$ cat src/rtl/pc_unit_pkg.sv
package pc_unit_pkg;

  // Status flags presented by the ALU
  typedef struct packed {
    logic z;
    logic n;
    logic c;
    logic v;
  } flags_t;

  // Strobes from control to datapath; neither set means hold
  typedef struct packed {
    logic loadTarget;
    logic advance;
  } pcStrobe_t;

  // Which flag a condition code looks at
  typedef enum logic [2:0] {
    SRC_ALWAYS = 3'd0,
    SRC_ZERO   = 3'd1,
    SRC_CARRY  = 3'd2,
    SRC_NEG    = 3'd3,
    SRC_OVF    = 3'd4,
    SRC_NEVER  = 3'd5
  } flagSrc_e;

  // Map a condition code onto its flag source
  function automatic flagSrc_e srcOf(input int code);
    case (code)
      0:       return SRC_ALWAYS;
      1, 2:    return SRC_ZERO;
      3, 4:    return SRC_CARRY;
      5, 6:    return SRC_NEG;
      7:       return SRC_OVF;
      default: return SRC_NEVER;
    endcase
  endfunction

  // Odd codes test for a set flag, even nonzero codes for a clear one
  function automatic logic wantsSet(input int code);
    return (code % 2) == 1;
  endfunction

  function automatic logic condMet(input int code, input flags_t f);
    logic sel;
    case (srcOf(code))
      SRC_ALWAYS: return 1'b1;
      SRC_ZERO:   sel = f.z;
      SRC_CARRY:  sel = f.c;
      SRC_NEG:    sel = f.n;
      SRC_OVF:    sel = f.v;
      default:    return 1'b0;
    endcase
    return sel == wantsSet(code);
  endfunction

endpackage

$ cat src/rtl/branch_ctrl.sv
module branch_ctrl
  import pc_unit_pkg::*;
#(
  parameter int COND_W = 3
) (
  input  logic              stall,
  input  logic              branchReq,
  input  logic [COND_W-1:0] condCode,
  input  flags_t            flags,
  output pcStrobe_t         strobe
);

  localparam int NUM_COND = 2 ** COND_W;

  logic [NUM_COND-1:0] metVec;
  logic                condHit;

  // One evaluator per condition code; the code selects among them
  for (genvar i = 0; i < NUM_COND; i++) begin : g_cond
    assign metVec[i] = condMet(i, flags);
  end

  assign condHit = metVec[condCode];

  always_comb begin
    strobe = '0;
    if (!stall) begin
      if (branchReq && condHit) strobe.loadTarget = 1'b1;
      else                      strobe.advance    = 1'b1;
    end
  end

endmodule

$ cat src/rtl/pc_datapath.sv
module pc_datapath
  import pc_unit_pkg::*;
#(
  parameter int ADDR_W = 8
) (
  input  logic              clk,
  input  logic              rst,
  input  pcStrobe_t         strobe,
  input  logic [ADDR_W-1:0] target,
  output logic [ADDR_W-1:0] pcQ,
  output logic              takenQ
);

  localparam logic [ADDR_W-1:0] RESET_ADDR = '0;
  localparam logic [ADDR_W-1:0] STEP       = ADDR_W'(1);

  logic [ADDR_W-1:0] pcNext;

  always_comb begin
    pcNext = pcQ;
    if (strobe.loadTarget)   pcNext = target;
    else if (strobe.advance) pcNext = pcQ + STEP;
  end

  always_ff @(posedge clk) begin
    if (rst) begin
      pcQ    <= RESET_ADDR;
      takenQ <= 1'b0;
    end else begin
      pcQ    <= pcNext;
      takenQ <= strobe.loadTarget;
    end
  end

endmodule

$ cat src/rtl/branch_pc_unit.sv
module branch_pc_unit
  import pc_unit_pkg::*;
#(
  parameter int ADDR_W = 8,
  parameter int COND_W = 3
) (
  input  logic              clk,
  input  logic              rst,
  input  logic              stall,
  input  logic              branchReq,
  input  logic [COND_W-1:0] condCode,
  input  logic [ADDR_W-1:0] target,
  input  logic              flagZ,
  input  logic              flagN,
  input  logic              flagC,
  input  logic              flagV,
  output logic [ADDR_W-1:0] pc,
  output logic              taken
);

  flags_t    flags;
  pcStrobe_t strobe;

  assign flags = '{z: flagZ, n: flagN, c: flagC, v: flagV};

  branch_ctrl #(.COND_W(COND_W)) u_ctrl (
    .stall    (stall),
    .branchReq(branchReq),
    .condCode (condCode),
    .flags    (flags),
    .strobe   (strobe)
  );

  pc_datapath #(.ADDR_W(ADDR_W)) u_dp (
    .clk   (clk),
    .rst   (rst),
    .strobe(strobe),
    .target(target),
    .pcQ   (pc),
    .takenQ(taken)
  );

endmodule

$ cat config.mk
export PLATFORM = sky130hd
export DESIGN_NAME = branch_pc_unit
export DESIGN_NICKNAME = d
export VERILOG_FILES = /design/src/rtl/pc_unit_pkg.sv /design/src/rtl/branch_ctrl.sv /design/src/rtl/pc_datapath.sv /design/src/rtl/branch_pc_unit.sv
export SDC_FILE = /design/constraint.sdc
export NUM_CORES = 1
export LEC_CHECK = 0
export BUFFER_PORTS_ARGS = -buffer_cell sky130_fd_sc_hd__buf_2
export CAP_MARGIN = 40
export CORE_MARGIN = 2
export CORE_UTILIZATION = 36
export DETAILED_ROUTE_END_ITERATION = 6
export GPL_ROUTABILITY_DRIVEN = 0
export GPL_TIMING_DRIVEN = 0
export PLACE_DENSITY_LB_ADDON = 0.15
export SLEW_MARGIN = 20
export SYNTH_ARGS = -nofsm -noshare
export SYNTH_HDL_FRONTEND = slang
export SYNTH_HIERARCHICAL = 1
export SYNTH_SLANG_ARGS = --single-unit
$ cat constraint.sdc
create_clock -name clk -period 1.85 [get_ports clk]
set_input_delay 0 -clock clk [delete_from_list [all_inputs] [get_ports clk]]
set_output_delay 0 -clock clk [all_outputs]
set_load 0.01 [all_outputs]
Yosys cells after proc, flatten, opt, wreduce, memory -nomap -nowiden
Cells that the tools add are included.

storage, ports and cells
  bits in registers = 9
  bits of input ports = 19
  output and inout bits = 9
  word-level logic and storage cells = 16

operators by class
  add/sub/neg operators = 1
  $lt $le $gt $ge = 1
  multiplexer cells = 7
  bitwise gates (word level) = 3
  reductions and logical operators = 2

operators with widths
  cell                   count
  $mux W8                2
  $add A8 B1 Y8 const B  1
  $lt A3 B4 Y1 const B   1
  $bmux W1 S3            1
  $mux W1                3
  $not A1 Y1             3
  $mux W2                1
  $reduce_bool A2 Y1     1
  $logic_and A1 B1 Y1    1

Logic depth before layout (Yosys ltp)
Gate-level depths: netlist (run 1).

  depth in word-level cells = 8
  gate-level depth with buffers = 7
  gate-level depth less buffers = 6

Cells and area by module
Netlist (run 1), hierarchy kept.

by module, submodules not included
  module       times used  cells an instance  area an instance (um^2)  sequential area each (um^2)
  pc_datapath  1           55                 494.2                    180.2
  branch_ctrl  1           9                  76.3                     0.0

Worst setup path before layout (run 1)
Ideal clock, no wire load.

  path type = input -> register
  from = input flagC
  to = register u_dp.pcQ[7]
  data arrival time = 1.612 ns
  required time = 1.771 ns
  setup slack = 0.159 ns
  stages = 7
  buffers on the path = 1
  cell sequence = and3_2 o31a_1 a31oi_1 buf_6 or3b_1 or4_1 o211ai_1

RTL lines
  element               RTL line              source
  from (decl)           branch_pc_unit.sv:15  input logic flagC,
  to (signal assigned)  pc_datapath.sv:30     pcQ <= pcNext;
  to (decl)             pc_datapath.sv:10     output logic [ADDR_W-1:0] pcQ,

==> results.json, run 1 <==
{
  "outcome": "finished clean",
  "fp.dieW_um": 43.8,
  "drtIter0Drc": 6,
  "fin_crit_sh": 0.889,
  "layout_common_cells": "buf_2, dfxtp_1, nor2_1",
  "avgSynthCellArea_um2": 8.91,
  "post_cts_buffers": 0,
  "die_h_um": 43.8,
  "start_kind": "input pin",
  "crit_fanout": 10,
  "clock_path_buffers": 2,
  "path_class": "in2reg",
  "portBuffers": 27,
  "yosys-top-cells-area": "dfxtp_1, mux2i_1, xor2_1",
  "syn_inst": 64,
  "cts_buffers": 3,
  "placedCellCount": 107,
  "layout_commonest_cell": "buf_2",
  "cp_cell_sequence": "buf_2 -> and3_2 -> o31a_1 -> a31oi_1 -> buf_6 -> or3b_1 -> or4_1 -> o211ai_1",
  "hold_class": "in2reg",
  "rsz0062_at_grt": "false",
  "cts_root_buf": "clkbuf_4",
  "cts_hold_buffers": 2,
  "p_leak_uw": 0.000343,
  "grt_remaining_overflow": 0,
  "synth_cell_types": 26,
  "yosys_warnings": 6,
  "vias": 580,
  "critPathRequiredTime_ns": 2.03,
  "clk-insertion-delay-late_ns": 0.26,
  "area_growth_pct": 35.3,
  "drc": 0,
  "cts_resized": 0,
  "final_cells": 113,
  "power_uw": 492,
  "n_fill_cell": 162,
  "detail-route-antenna-nets": 0,
  "critical_path.max_stage_delay_ns": 0.48,
  "grt_util_met2": 0.241,
  "max_cap_violations": 0,
  "core_area_um2": 1490,
  "busiest_layer": "met2",
  "drive_above_1_share": 0.371,
  "hpwl_um": 967,
  "fin_crit_ns": 1.64,
  "path_clk_slew_ns": 0.06,
  "slew_headroom": 0.830,
  "drt_wl_total_mm": 1.22,
  "vdd_drop_max_mv": 0.392,
  "grt_util_met1": 0.179,
  "yosysTopAreaCellShare": 0.316,
  "n_antenna_cell": 0,
  "critPathSlowestCell": "or4_1",
  "tritoncts": "done",
  "power_density_nw_per_um2": 638,
  "num_rows": 14,
  "worstMarginPinSlew_ns": 0.255,
  "antenna_found_initial": 0,
  "grt_pass1_wl_mm": 2.15,
  "yosysSeqAreaShare": 0.316,
  "ys_ff_latch": 9,
  "max_freq_ghz": 0.608,
  "grt_max_degree": 11,
  "die_area_um2": 1920,
  "final_max_slew_viol_count": 0,
  "cts-htree-levels": 1,
  "yosysTopAreaCell": "dfxtp_1",
  "grt_pass1_vias": 533,
  "vias_per_cell": 5.13,
  "ios": 28,
  "cts.sinks": 9,
  "first_pass_iters": 4,
  "syn_area_um2": 571,
  "finalClockSkew_ns": 0.000372,
  "final_util": 0.518,
  "nets": 118,
  "met3_usage": 0.0625,
  "start_util": 0.383,
  "fin_ws_ns": 0.206,
  "dpl_worst_slack_ns": -0.0562,
  "end_kind": "register",
  "fin_tns_setup_ns": 0,
  "worstPathArrival_ns": 1.83,
  "synth_nets": 84,
  "post_drt_wl_per_cell_um": 10.8,
  "hold_viol_final": 0,
  "setup_viol": 0,
  "grt_usage": 0.150
}
worst paths after layout:
check / startpoint / end / slack, ns / depth (start not counted)
max: condCode[1] / u_dp/pcQ[5] / 0.21 / 8
max reg2reg: u_dp/pcQ[0] / u_dp/pcQ[6] / 0.56 / 4
min: target[3] / u_dp/pcQ[3] / 0.01 / 3
min reg2reg: u_dp/pcQ[7] / u_dp/pcQ[7] / 0.54 / 2
where the power goes:
| part | switching [uW] | internal, uW | total, uW |
|---|---|---|---|
| Combinational | 53.8 | 63.0 | 117 |
| Clock | 66.4 | 83.0 | 149 |
| Sequential | 17.6 | 209 | 226 |
| Total | 138 | 355 | 492 |
through the flow:
stage | area (um^2) | hold WS (ns)
after detailed placement | 726 | 0.249
after CTS | 772 | 0.00807
after global routing | 772 | 0.0232
after floorplan | 571 | 0.147
final | 772 | 0.0113
after global placement | 726 | 0.236
synth_stat cells:
cell / count
dfxtp_1: 9
nor2_1: 5
mux2i_1: 4
nand3_1: 4
o211ai_1: 4
xor2_1: 4
a211oi_1: 3
a21oi_1: 3
nand4_1: 3
nor3b_1: 3
buf_4: 2
inv_1: 2
mux2_2: 2
nand2_1: 2
o31a_1: 2
or4_1: 2
a31oi_1: 1
and3_2: 1
and4b_1: 1
buf_6: 1
ha_1: 1
nand3b_1: 1
nor2b_1: 1
nor3_1: 1
o21a_1: 1
or3b_1: 1
metal layers:
layer  wire (um)  vias to the layer above
met5           0                        -
met4          14                        0
met3          85                        2
met2         562                       18
met1         558                      249
li1            -                      311
critical path: cells and delay by family:
kind | cells | cell delay, ns
AOI/OAI and AO/OA | 3 | 0.51
buffers and inverters | 2 | 0.28
and+or+nand+nor | 3 | 1.04
layout make-up:
| type | instances | area [um^2] | area share |
|---|---|---|---|
| plain buffers | 3 | 26.3 | 0.0340 |
| clock buffers | 4 | 26.3 | 0.0340 |
| inverters | 2 | 7.51 | 0.00972 |
| multi-input cells | 50 | 357 | 0.462 |
| flip-flops and latches | 9 | 180 | 0.233 |
| well taps | 16 | 20.0 | 0.0259 |
| repair buffers | 29 | 155 | 0.201 |
flip-flops by register name, indices dropped and copies added, names as in the netlist:
name / count
u_dp/pcQ: 8
u_dp/takenQ: 1
cells by family (layout without fill, tap and decap cells):
logic type,Yosys count,in the layout,share of synthesized area
compound gates,14,14,0.173
xor+xnor,4,4,0.0614
fa+ha+maj,1,1,0.0219
buf+inv,5,38,0.0592
flops,9,9,0.316
mux,6,6,0.110
simple gates,25,25,0.259
(Power assumes the default switching activity.)
==> run 2, diff against run 1 <==
CORE_UTILIZATION = 43   (was 36)
==> run 2 against run 1 <==
  * Largest power group unchanged
  * Die area fell by 15%
  * Global-route usage rose by 1.8 points
  * Largest cell class unchanged
  * Sequential power barely moved
  * Core utilization rose by 8.9 points
==> results.json, run 2 (synthesis results as in run 1) <==
{
  "post_drt_wl_per_cell_um": 11.0,
  "vias_per_cell": 5.15,
  "fin_ws_ns": 0.199,
  "grt_pass1_vias": 452,
  "fp.dieW_um": 40.4,
  "crit_fanout": 10,
  "drc": 0,
  "grt_pass1_wl_mm": 1.81,
  "n_antenna_cell": 0,
  "layout_common_cells": "buf_2, dfxtp_1, nor2_1",
  "max_cap_violations": 0,
  "reg_top3": "u_dp/pcQ x8, u_dp/takenQ x1",
  "worstPathArrival_ns": 1.84,
  "start_kind": "input pin",
  "setup_viol": 0,
  "critPathLaunch": "condCode[1]",
  "hold_class": "in2reg",
  "top_register": "u_dp/pcQ",
  "antenna_found_initial": 0,
  "clock_path_buffers": 2,
  "start_util": 0.450,
  "grt_remaining_overflow": 0,
  "cts_root_buf": "clkbuf_4",
  "p_leak_uw": 0.000343,
  "outcome": "finished clean",
  "power_density_nw_per_um2": 644,
  "cts-htree-levels": 1,
  "path_class": "in2reg",
  "tritoncts": "done",
  "die_area_um2": 1630,
  "drt_wl_total_mm": 1.24,
  "cts_resized": 0,
  "post_cts_buffers": 0,
  "fin_crit_sh": 0.893,
  "min_from": "target[4]",
  "r2r_start": "u_dp/pcQ[2]",
  "fin_crit_ns": 1.65,
  "first_pass_iters": 2,
  "dpl_worst_slack_ns": -0.0701,
  "ios": 28,
  "vdd_drop_max_mv": 0.410,
  "end_kind": "register",
  "vias": 577,
  "grt_usage": 0.168,
  "largest_register_ffs": 8,
  "path_clk_slew_ns": 0.07,
  "final_area_um2": 771,
  "detail-route-antenna-nets": 0,
  "nets": 118,
  "grt_max_degree": 11,
  "critPathRequiredTime_ns": 2.04,
  "core_area_um2": 1270,
  "slew_headroom": 0.821,
  "cts.sinks": 9,
  "area_growth_pct": 35.1,
  "layout_commonest_cell": "buf_2",
  "max_freq_ghz": 0.606,
  "hold_viol_final": 0,
  "drive_above_1_share": 0.371,
  "num_rows": 13,
  "postPlaceCellArea_um2": 724,
  "rsz0062_at_grt": "false",
  "drtIter0Drc": 3,
  "finalClockSkew_ns": 0.000728,
  "worstMarginPinSlew_ns": 0.268,
  "hpwl_um": 925,
  "die_h_um": 40.4,
  "final_max_slew_viol_count": 0,
  "cts_hold_buffers": 2,
  "portBuffers": 27,
  "clk-insertion-delay-late_ns": 0.26,
  "cts_buffers": 3
}
run 2: final cells by class:
cell class | count | area [um^2]
timing repair buffer | 29 | 155
fill | 127 | 498
inverter | 2 | 7.51
tap | 15 | 18.8
multi-input combinational | 50 | 357
clock buffer | 4 | 26.3
sequential | 9 | 180
buffer | 3 | 26.3
run 2: layer usage:
layer | wire (um) | track usage
met1 | 586 | 0.221
met2 | 575 | 0.250
met3 | 58 | 0.0333
met4 | 14 | 0.100
met5 | 0 | 0
run 2: critical path, cell delays in order:
cell and delay, ns:
buf_2 0.12, and3_2 0.19, o31a_1 0.25, a31oi_1 0.16, buf_6 0.16, or3b_1 0.36
or4_1 0.48, o211ai_1 0.10
run 2: path summary, 6_finish.rpt:
| check | to | slack (ns) | cells past startpoint |
|---|---|---|---|
| worst max-delay path | u_dp/pcQ[7] | 0.20 | 8 |
| worst min-delay path | u_dp/pcQ[4] | 0.01 | 3 |
| worst max register to register | u_dp/pcQ[7] | 0.55 | 3 |
| worst min register to register | u_dp/pcQ[7] | 0.54 | 2 |
run 2: power breakdown:
part	internal (uW)	leakage, uW	switching (uW)
Sequential	208	0.0000737	17.8
Combinational	62.9	0.000255	52.8
Clock	83.2	0.0000150	71.5
run 2: stage by stage:
stage	total power [uW]	cells	TNS (ns)	util	hold slack [ns]
finish	497	112	0	0.607	0.0105
global placement	342	106	-0.0784	0.571	0.235
detailed placement	343	106	-0.118	0.571	0.245
CTS	500	112	0	0.607	0.00816
floorplan	297	64	0	-	0.147
global route	526	112	0	0.607	0.0107
==> run 3, diff against run 2 <==
CORE_AREA = 2 2 39 41   (was not set)
CORE_MARGIN = not set   (was 2)
CORE_UTILIZATION = not set   (was 43)
CTS_BUF_LIST = sky130_fd_sc_hd__clkbuf_8   (was not set)
DIE_AREA = 0 0 41 43   (was not set)
RECOVER_POWER = 50   (was not set)
==> run 3 against run 2 <==
  * Routed wire length rose by 1.5%
  * Via count rose by 2.3%
  * Sequential power barely moved
  * Count of clock-buffer cells in the layout fell by 1
  * Fmax fell by 1.6%
  * Largest cell class unchanged
  * First-iteration DRC count fell by 67%
  * Sequential share of layout area rose by 0.35 points
  * Combinational power fell by 6%
  * Sequential cell count did not move
  * Critical path depth did not move
  * Total power rose by 12%
  * Non-clock buffer count fell by 2
==> results.json, run 3 (synthesis results as in run 1) <==
{
  "core_area_um2": 1380,
  "die_h_um": 43,
  "post_drt_wl_per_cell_um": 11.3,
  "cp_cell_sequence": "buf_2 -> and3_2 -> o31a_1 -> a31oi_1 -> buf_6 -> or3b_1 -> or4_1 -> o211ai_1",
  "final_util": 0.549,
  "die_area_um2": 1760,
  "setup_viol": 0,
  "vias_per_cell": 5.32,
  "drive_above_1_share": 0.284,
  "grt_max_degree": 11,
  "tritoncts": "done",
  "power_switching_uw": 144,
  "cts-htree-levels": 1,
  "fp.dieW_um": 41,
  "p_leak_uw": 0.000310,
  "path_class": "in2reg",
  "vdd_drop_max_mv": 0.337,
  "cts_root_buf": "clkbuf_8",
  "grt_pass1_wl_mm": 2.15,
  "cts_hold_buffers": 0,
  "n_fill_cell": 149,
  "max_freq_ghz": 0.596,
  "layout_commonest_cell": "buf_2",
  "grt_pass1_vias": 525,
  "n_antenna_cell": 0,
  "worstPathArrival_ns": 1.83,
  "fin_crit_sh": 0.907,
  "postPlaceCellArea_um2": 726,
  "antenna_found_initial": 0,
  "largest_register_ffs": 8,
  "hold_class": "in2reg",
  "final_area_um2": 759,
  "grt_remaining_overflow": 0,
  "ios": 28,
  "start_util": 0.412,
  "final_max_slew_viol_count": 0,
  "slew_headroom": 0.828,
  "first_pass_iters": 3,
  "top_register": "u_dp/pcQ",
  "max_cap_violations": 0,
  "critical_path.max_stage_delay_ns": 0.48,
  "reg_top3": "u_dp/pcQ x8, u_dp/takenQ x1",
  "drc": 0,
  "drtIter0Drc": 1,
  "combPwrFrac": 0.197,
  "detail-route-antenna-nets": 0,
  "grt_usage": 0.175,
  "vias": 590,
  "path_clk_slew_ns": 0.04,
  "critPathRequiredTime_ns": 2.00,
  "end_kind": "register",
  "power_uw": 555,
  "crit_fanout": 10,
  "netSwitchingFraction": 0.260,
  "portBuffers": 27,
  "clockPowerShare": 0.391,
  "drt_wl_total_mm": 1.25,
  "clk-insertion-delay-late_ns": 0.23,
  "outcome": "finished clean",
  "num_rows": 14,
  "seq_power_share": 0.411,
  "area_growth_pct": 33.1,
  "rsz0062_at_grt": "false",
  "power_density_nw_per_um2": 730,
  "hold_viol_final": 0,
  "dpl_worst_slack_ns": -0.0481,
  "layout_common_cells": "buf_2, clkbuf_1, dfxtp_1",
  "cts.sinks": 9,
  "hpwl_um": 961,
  "intPower_uw": 410,
  "worstMarginPinSlew_ns": 0.258,
  "clock_path_buffers": 2,
  "critPathSlowestCell": "or4_1",
  "fin_ws_ns": 0.172,
  "cts_resized": 0,
  "post_cts_buffers": 0,
  "start_kind": "input pin",
  "cts_buffers": 3,
  "nets": 116,
  "fin_crit_ns": 1.68,
  "finalClockSkew_ns": 0.000243
}
[run 3: layout make-up]
cell class,instances,area (um^2),area share
buffer,3,26.3,0.0346
clock buffer,3,41.3,0.0544
clock inverter,1,3.75,0.00494
inverter,2,7.51,0.00988
multi-input combinational,50,357,0.470
sequential,9,180,0.237
tap,16,20.0,0.0264
timing repair buffer,27,124,0.163
[run 3: worst paths after layout]
| kind | start | endpoint | slack, ns | depth (start not counted) |
|---|---|---|---|---|
| setup reg to reg | u_dp/pcQ[0] | u_dp/pcQ[6] | 0.51 | 4 |
| hold reg to reg | u_dp/pcQ[7] | u_dp/pcQ[7] | 0.54 | 2 |
| hold / removal | target[1] | u_dp/pcQ[1] | 0.01 | 3 |
| setup / recovery | condCode[1] | u_dp/pcQ[5] | 0.17 | 8 |
[run 3: layer usage]
layer  global-route usage  share of wire  vias to the layer above
met5                    0              0                        -
met4                0.100         0.0064                        0
met3               0.0157          0.049                        2
met2                0.250           0.48                       18
met1                0.244           0.46                      267
li1                     -              -                      303
[run 3: power by group through the flow]
stage	Clock, uW	Sequential (uW)	Combinational, uW
after CTS	223	228	115
after floorplan	0	235	61.9
final	217	228	109
after global placement	0	231	111
after global routing	234	231	126
after detailed placement	0	231	114
[run 3: worst max-delay path, delay by kind of cell]
| family | cells | cell delay (ns) |
|---|---|---|
| simple gates | 3 | 1.04 |
| buf+inv | 2 | 0.28 |
| compound gates | 3 | 0.51 |
[run 3: metrics by stage]
step | setup TNS (ns) | std cells | hold slack (ns)
finish | 0 | 111 | 0.0117
global route | 0 | 111 | 0.0226
CTS | 0 | 111 | 0.0113
detailed placement | -0.0927 | 107 | 0.247
global placement | -0.0676 | 107 | 0.238
floorplan | 0 | 64 | 0.147
